## config.mk

```make
export PLATFORM = sky130hd
export DESIGN_NAME = lane_release_buffer
export DESIGN_NICKNAME = d
export VERILOG_FILES = /design/src/rtl/lrb_pkg.sv /design/src/rtl/lrb_lmfc.sv /design/src/rtl/lrb_lane_fifo.sv /design/src/rtl/lrb_release.sv /design/src/rtl/lane_release_buffer.sv
export SDC_FILE = /design/constraint.sdc
export NUM_CORES = 1
export LEC_CHECK = 0
export ABC_AREA = 1
export BUFFER_PORTS_ARGS = -buffer_cell sky130_fd_sc_hd__buf_2
export CAP_MARGIN = 25
export CELL_PAD_IN_SITES_DETAIL_PLACEMENT = 1
export CELL_PAD_IN_SITES_GLOBAL_PLACEMENT = 2
export CORE_MARGIN = 1
export CORE_UTILIZATION = 43
export CTS_CLUSTER_DIAMETER = 30
export DETAILED_ROUTE_END_ITERATION = 8
export HOLD_SLACK_MARGIN = 0.1
export PLACE_DENSITY_LB_ADDON = 0.15
export SLEW_MARGIN = 20
export SYNTH_ARGS = -nofsm -noshare
export SYNTH_HDL_FRONTEND = slang
export SYNTH_SLANG_ARGS = --single-unit
```

## constraint.sdc

```tcl
create_clock -name clk_i -period 3.4 [get_ports clk_i]
set_input_delay 0.34 -clock clk_i [delete_from_list [all_inputs] [get_ports clk_i]]
set_output_delay 0.34 -clock clk_i [all_outputs]
set_load 0.02 [all_outputs]
```

## src/rtl/lrb_pkg.sv

```systemverilog
`timescale 1ns/1ps
package lrb_pkg;
  function automatic int unsigned clamp_hi(int unsigned v, int unsigned hi);
    return (v > hi) ? hi : v;
  endfunction
endpackage

```

## src/rtl/lrb_lmfc.sv

```systemverilog
`timescale 1ns/1ps
module lrb_lmfc #(
  parameter int KW = 5
) (
  input  logic          clk_i,
  input  logic          rst_ni,
  input  logic          sysref_i,
  input  logic [KW-1:0] len_m1_i,
  output logic [KW-1:0] cnt_o
);
  always_ff @(posedge clk_i or negedge rst_ni) begin
    if (!rst_ni)                cnt_o <= '0;
    else if (sysref_i)          cnt_o <= '0;
    else if (cnt_o >= len_m1_i) cnt_o <= '0;
    else                        cnt_o <= cnt_o + 1'b1;
  end


  sysref_zero_chk: assert property (@(posedge clk_i) disable iff (!rst_ni)
    sysref_i |=> (cnt_o == '0));

  wrap_chk: assert property (@(posedge clk_i) disable iff (!rst_ni)
    (!sysref_i && cnt_o == len_m1_i) |=> (cnt_o == '0));

  step_chk: assert property (@(posedge clk_i) disable iff (!rst_ni)
    (!sysref_i && cnt_o < len_m1_i) |=> (cnt_o == $past(cnt_o) + 1'b1));
endmodule

```

## src/rtl/lrb_lane_fifo.sv

```systemverilog
`timescale 1ns/1ps
module lrb_lane_fifo #(
  parameter int DW    = 8,
  parameter int DEPTH = 16
) (
  input  logic          clk_i,
  input  logic          rst_ni,
  input  logic          clr_i,
  input  logic          wr_i,
  input  logic [DW-1:0] wdata_i,
  input  logic          rd_i,
  output logic [DW-1:0] rdata_o,
  output logic          arrived_o,
  output logic          ovf_o
);
  localparam int AW = (DEPTH > 1) ? $clog2(DEPTH) : 1;
  localparam int CW = $clog2(DEPTH + 1);

  logic [DW-1:0] mem_q [DEPTH];
  logic [AW-1:0] wptr_q, rptr_q;
  logic [CW-1:0] cnt_q;
  logic          full, rd_ok, wr_ok;

  assign full  = (cnt_q == CW'(DEPTH));
  assign rd_ok = rd_i && (cnt_q != '0);
  assign wr_ok = wr_i && (!full || rd_ok);
  assign rdata_o = mem_q[rptr_q];

  always_ff @(posedge clk_i) begin
    if (wr_ok) mem_q[wptr_q] <= wdata_i;
  end

  always_ff @(posedge clk_i or negedge rst_ni) begin
    if (!rst_ni) begin
      wptr_q <= '0; rptr_q <= '0; cnt_q <= '0;
      arrived_o <= 1'b0; ovf_o <= 1'b0;
    end else if (clr_i) begin
      wptr_q <= '0; rptr_q <= '0; cnt_q <= '0;
      arrived_o <= 1'b0; ovf_o <= 1'b0;
    end else begin
      if (wr_ok) wptr_q <= (wptr_q == AW'(DEPTH - 1)) ? '0 : wptr_q + 1'b1;
      if (rd_ok) rptr_q <= (rptr_q == AW'(DEPTH - 1)) ? '0 : rptr_q + 1'b1;
      cnt_q <= cnt_q + CW'(wr_ok) - CW'(rd_ok);
      if (wr_i) arrived_o <= 1'b1;
      if (wr_i && full && !rd_i) ovf_o <= 1'b1;
    end
  end


  ovf_sticky_chk: assert property (@(posedge clk_i) disable iff (!rst_ni)
    (ovf_o && !clr_i) |=> ovf_o);

  arrive_chk: assert property (@(posedge clk_i) disable iff (!rst_ni)
    (wr_i && !clr_i) |=> arrived_o);
endmodule

```

## src/rtl/lrb_release.sv

```systemverilog
`timescale 1ns/1ps
module lrb_release #(
  parameter int LANES = 4,
  parameter int KW    = 5
) (
  input  logic             clk_i,
  input  logic             rst_ni,
  input  logic             clr_i,
  input  logic [LANES-1:0] arrived_i,
  input  logic [LANES-1:0] ovf_i,
  input  logic [KW-1:0]    cnt_i,
  input  logic [KW-1:0]    rbd_i,
  input  logic [KW-1:0]    len_m1_i,
  output logic             rd_o
);
  logic          released_q, fire;
  logic [KW-1:0] rbd_eff;

  assign rbd_eff = KW'(lrb_pkg::clamp_hi(32'(rbd_i), 32'(len_m1_i)));
  assign fire    = !released_q && (&arrived_i) && !(|ovf_i) && (cnt_i == rbd_eff);
  assign rd_o    = released_q || fire;

  always_ff @(posedge clk_i or negedge rst_ni) begin
    if (!rst_ni)     released_q <= 1'b0;
    else if (clr_i)  released_q <= 1'b0;
    else if (fire)   released_q <= 1'b1;
  end


  hold_chk: assert property (@(posedge clk_i) disable iff (!rst_ni)
    (released_q && !clr_i) |=> released_q);
endmodule

```

## src/rtl/lane_release_buffer.sv

```systemverilog
`timescale 1ns/1ps
module lane_release_buffer #(
  parameter int LANES = 4,
  parameter int DW    = 8,
  parameter int DEPTH = 16,
  parameter int KW    = 5
) (
  input  logic                clk_i,
  input  logic                rst_ni,
  input  logic                link_rst_i,
  input  logic                sysref_i,
  input  logic [KW-1:0]       mf_len_m1_i,
  input  logic [KW-1:0]       rbd_i,
  input  logic [LANES-1:0]    lane_vld_i,
  input  logic [LANES*DW-1:0] lane_data_i,
  output logic [LANES*DW-1:0] data_o,
  output logic                valid_o,
  output logic [KW-1:0]       lmfc_o,
  output logic [LANES-1:0]    arrived_o,
  output logic [LANES-1:0]    overflow_o
);
  logic [KW-1:0] cnt;
  logic          rd;
  logic [DW-1:0] rdata [LANES];

  lrb_lmfc #(.KW(KW)) u_lmfc (
    .clk_i    (clk_i),
    .rst_ni   (rst_ni),
    .sysref_i (sysref_i),
    .len_m1_i (mf_len_m1_i),
    .cnt_o    (cnt)
  );

  for (genvar g = 0; g < LANES; g++) begin : g_lane
    lrb_lane_fifo #(.DW(DW), .DEPTH(DEPTH)) u_fifo (
      .clk_i     (clk_i),
      .rst_ni    (rst_ni),
      .clr_i     (link_rst_i),
      .wr_i      (lane_vld_i[g]),
      .wdata_i   (lane_data_i[g*DW +: DW]),
      .rd_i      (rd),
      .rdata_o   (rdata[g]),
      .arrived_o (arrived_o[g]),
      .ovf_o     (overflow_o[g])
    );
    assign data_o[g*DW +: DW] = rd ? rdata[g] : '0;
  end

  lrb_release #(.LANES(LANES), .KW(KW)) u_release (
    .clk_i     (clk_i),
    .rst_ni    (rst_ni),
    .clr_i     (link_rst_i),
    .arrived_i (arrived_o),
    .ovf_i     (overflow_o),
    .cnt_i     (cnt),
    .rbd_i     (rbd_i),
    .len_m1_i  (mf_len_m1_i),
    .rd_o      (rd)
  );

  assign valid_o = rd;
  assign lmfc_o  = cnt;


  release_pos_chk: assert property (@(posedge clk_i) disable iff (!rst_ni)
    $rose(valid_o) |-> (lmfc_o == ((rbd_i > mf_len_m1_i) ? mf_len_m1_i : rbd_i)));

  all_arrived_chk: assert property (@(posedge clk_i) disable iff (!rst_ni)
    $rose(valid_o) |-> (&arrived_o));

  ovf_block_chk: assert property (@(posedge clk_i) disable iff (!rst_ni)
    (|overflow_o) |-> !$rose(valid_o));

  valid_hold_chk: assert property (@(posedge clk_i) disable iff (!rst_ni)
    (valid_o && !link_rst_i) |=> valid_o);
endmodule

```

==> qor.txt <==
ANT nets after route - 0
pre-CTS setup slack - -0.2468 ns
Die H - 242.2 um
TritonCTS clock tree - done
capturing point of the worst reg2reg path - g_lane[1].u_fifo.cnt_q[4]
sequential power share - 0.371
number of vias per cell - 5.449
final hold violations - 0
worst hold path class - primary input to flip-flop
Post-synth EDFFs - 512
initial antenna violation count - 2
Setup Fix Bufs, Post-CTS - 0
maximum VDD drop - 0.5374 mV
Avg Cell Area, Syn - 12.16 um^2
post-DR wirelength/cell - 21.40 um
1st-pass router iterations - 5
Power Dens Cells - 701.8 nW/um^2
setup violators final - 0
CTS max path bufs - 3
Slew @ Worst Pin - 0.9483 ns
Netlist cell types - 41
pins over their slew limit - 0
cell count of the worst reg-to-reg path - 20
flop and latch count out of synthesis - 578
Fin Clk Skew - 0.02438 ns
largest net degree at the start of global routing - 68
Placer Congestion - 0.7750
vias - 17350
Area Overhead vs Synth - 26.84%
Clock Sinks - 578
Worst EP arrival - 2.88 ns
crit path from - g_lane[0].u_fifo.rptr_q[1]
leading post-synthesis cells by cell area - edfxtp_1 (62%), dfrtp_1 (6.7%), nand2_1 (4.1%), o21ai_0 (4.0%), nor2_1 (3.4%)
Initial Utilization - 0.4376
Tot GR Track Use - 0.2376
FFs w/ async S/R, synth - 0.1142
setup ws final - 0.1751 ns
relative slew slack - 0.3678
Clock transition at path regs - 0.04 ns
clk_lat worst skew - 0.69 ns
crit start category - flip-flop
P_sw - 0.005163 W
total CTS buffers - 130
Yosys Warn Count - 0
top-count cell post-synth - edfxtp_1
critical path type - flip-flop to output pin
Overflow after GRT - 0
CP endpoint kind - output pin
DRT iter0 DRCs - 1026
fin crit period - 3.225 ns
Fillers - 5759
root buffer cell - clkbuf_16
DP HPWL - 41.38 mm
reg-to-reg setup timing slack - 0.38 ns
top post-synthesis cells by count - edfxtp_1 (512), nand2_1 (272), nor2_1 (222), o21ai_0 (198), inv_1 (129)
area leader, netlist - edfxtp_1
switching share of power - 0.2337
RSZ-0062 raised after global routing - no
CP max FO - 14
syn_nets - 2150
Core Area - 56710 um^2
Die Wd - 242.2 um
row cnt - 87
placed cell count - 2916
Ports - 96
max_cap viols - 0
combinational fraction of design power - 0.086
Max Clock Freq - 310.1 MHz
status - finished clean
P_leak - 11.94 nW
first-pass GRT wire length - 106.4 mm
nets - 2439
share of layout cells above drive strength 1 - 0.2039
H-tree depth - 4
number of global-route vias before repair - 18700
Worst Path Required - 3.06 ns
worst setup path endpoint - data_o[0]
Syn Inst Count - 2041
share of the synthesized area in the top cell type - 0.6195
Synth Flop Type - edfxtp_1
Reg-to-Reg Start - g_lane[0].u_fifo.ovf_o
Power Total - 0.02209 W
post-synthesis sequential area ratio - 0.6861
Port Buffers - 95
period utilization - 0.9485
n_diodes - 0
DR DRC count - 0
Clock power frac - 0.543
final wirelength - 68.15 mm
post-route insts no fill - 3184
die area - 58680 um^2
Internal - 0.01693 W
Synth Cell Area - 24820 um^2
-- power groups by stage --
stage	Combinational [W]	Clock (W)	Sequential (W)
after global routing	0.00215	0.0125	0.00821
after floorplan	0.00123	0	0.00827
final	0.00191	0.0120	0.00819
after detailed placement	0.00188	0	0.00830
after CTS	0.00193	0.0122	0.00819
after global placement	0.00180	0	0.00829
-- cell type report --
type                    count  area [um^2]  share of cell area
flip-flops and latches    578        17030              0.5412
clock inverters            71        757.0             0.02405
multi-input cells        1209         6750              0.2145
clock buffers             159         3457              0.1098
well taps                 756        945.9             0.03005
inverters                 138        536.8             0.01705
repair buffers            273         1996             0.06340
-- layout by cell type (no fill, tap or decap), drive strengths merged, types with 2 or more instances in the layout --
cell type	Yosys	final
a211oi	4	4
a21oi	108	108
a221oi	26	26
a31oi	2	2
a32o	38	38
buf	34	235
bufinv	0	14
clkbuf	82	159
clkinv	5	46
clkinvlp	0	15
dfrtp	66	66
dlygate4sd3	0	38
edfxtp	512	512
fa	4	4
ha	55	55
inv	133	134
nand2	282	282
nand3	80	80
nand4	23	23
nor2	224	224
nor3	69	69
nor3b	2	2
o211ai	2	2
o21ai	198	198
o221a	35	35
o221ai	25	25
xnor2	5	5
xor2	20	20
-- sequential cells by signal (all words and copies together), names as in the netlist --
signal and flops:
g_lane.u_fifo.mem_q 512, g_lane.u_fifo.cnt_q 20, g_lane.u_fifo.rptr_q 16, g_lane.u_fifo.wptr_q 16, u_lmfc.cnt_o 5, g_lane.u_fifo.arrived_o 4, g_lane.u_fifo.ovf_o 4, u_release.released_q 1
-- stage by stage --
| step | util | instance area, um^2 | setup TNS, ns | hold WS (ns) |
|---|---|---|---|---|
| finish | 0.5550 | 31480 | 0 | 0.2101 |
| global route | 0.5550 | 31480 | 0 | 0.2119 |
| CTS | 0.5545 | 31450 | 0 | 0.1662 |
| detailed placement | 0.4733 | 26840 | -1.282 | 0.5185 |
| global placement | 0.4733 | 26840 | -0.4780 | 0.5143 |
| floorplan | - | 24820 | 0 | 0.04441 |
-- how the worst min path moves through the flow --
stage                                     startpoint                         end  slack (ns)  cells past startpoint
after floorplan                               rst_ni  g_lane[0].u_fifo.arrived_o        0.04                      0
after global placement    g_lane[1].u_fifo.arrived_o  g_lane[1].u_fifo.arrived_o        0.51                      2
after detailed placement  g_lane[1].u_fifo.arrived_o  g_lane[1].u_fifo.arrived_o        0.52                      2
after CTS                                 link_rst_i   g_lane[0].u_fifo.cnt_q[1]        0.17                      3
after global routing                      link_rst_i   g_lane[1].u_fifo.cnt_q[1]        0.21                      3
final                                     link_rst_i   g_lane[0].u_fifo.cnt_q[1]        0.21                      3
-- routing by layer --
layer / wire (um) / vias to the layer above / track usage
met5: 23 / - / 0
met1: 29930 / 8773 / 0.3047
met4: 1575 / 4 / 0.08544
met2: 33210 / 392 / 0.3916
met3: 3413 / 124 / 0.05827
li1: - / 8056 / -
-- worst max-delay path, stage by stage, from the launching register on --
cell	delay [ns]
dfrtp_1	0.46
inv_1	0.37
buf_4	0.30
a21oi_1	0.06
a32o_1	0.20
o21ai_0	0.32
o21ai_0	0.17
nor2_1	0.14
buf_2	0.18
-- repair_timing --
action | 4_1_cts | 5_1_grt
endpoints found under the setup margin | 9 | 26
gates resized for setup | 3 | 10
hold buffers | 38 | 0
pin swaps | 0 | 0
endpoints found under the hold margin | 607 | 0
-- cell families (layout without fill, tap and decap cells) --
group	count (synthesis)	after routing	synth area share
AND/OR/NAND/NOR	683	683	0.1173
flip-flops	578	578	0.6861
AO/OA/AOI/OAI	442	442	0.1146
buffers and inverters	254	641	0.04230
adder cells (fa/ha/maj)	59	59	0.03096
XOR/XNOR	25	25	0.008823
Power figures use the tool's default switching activity.
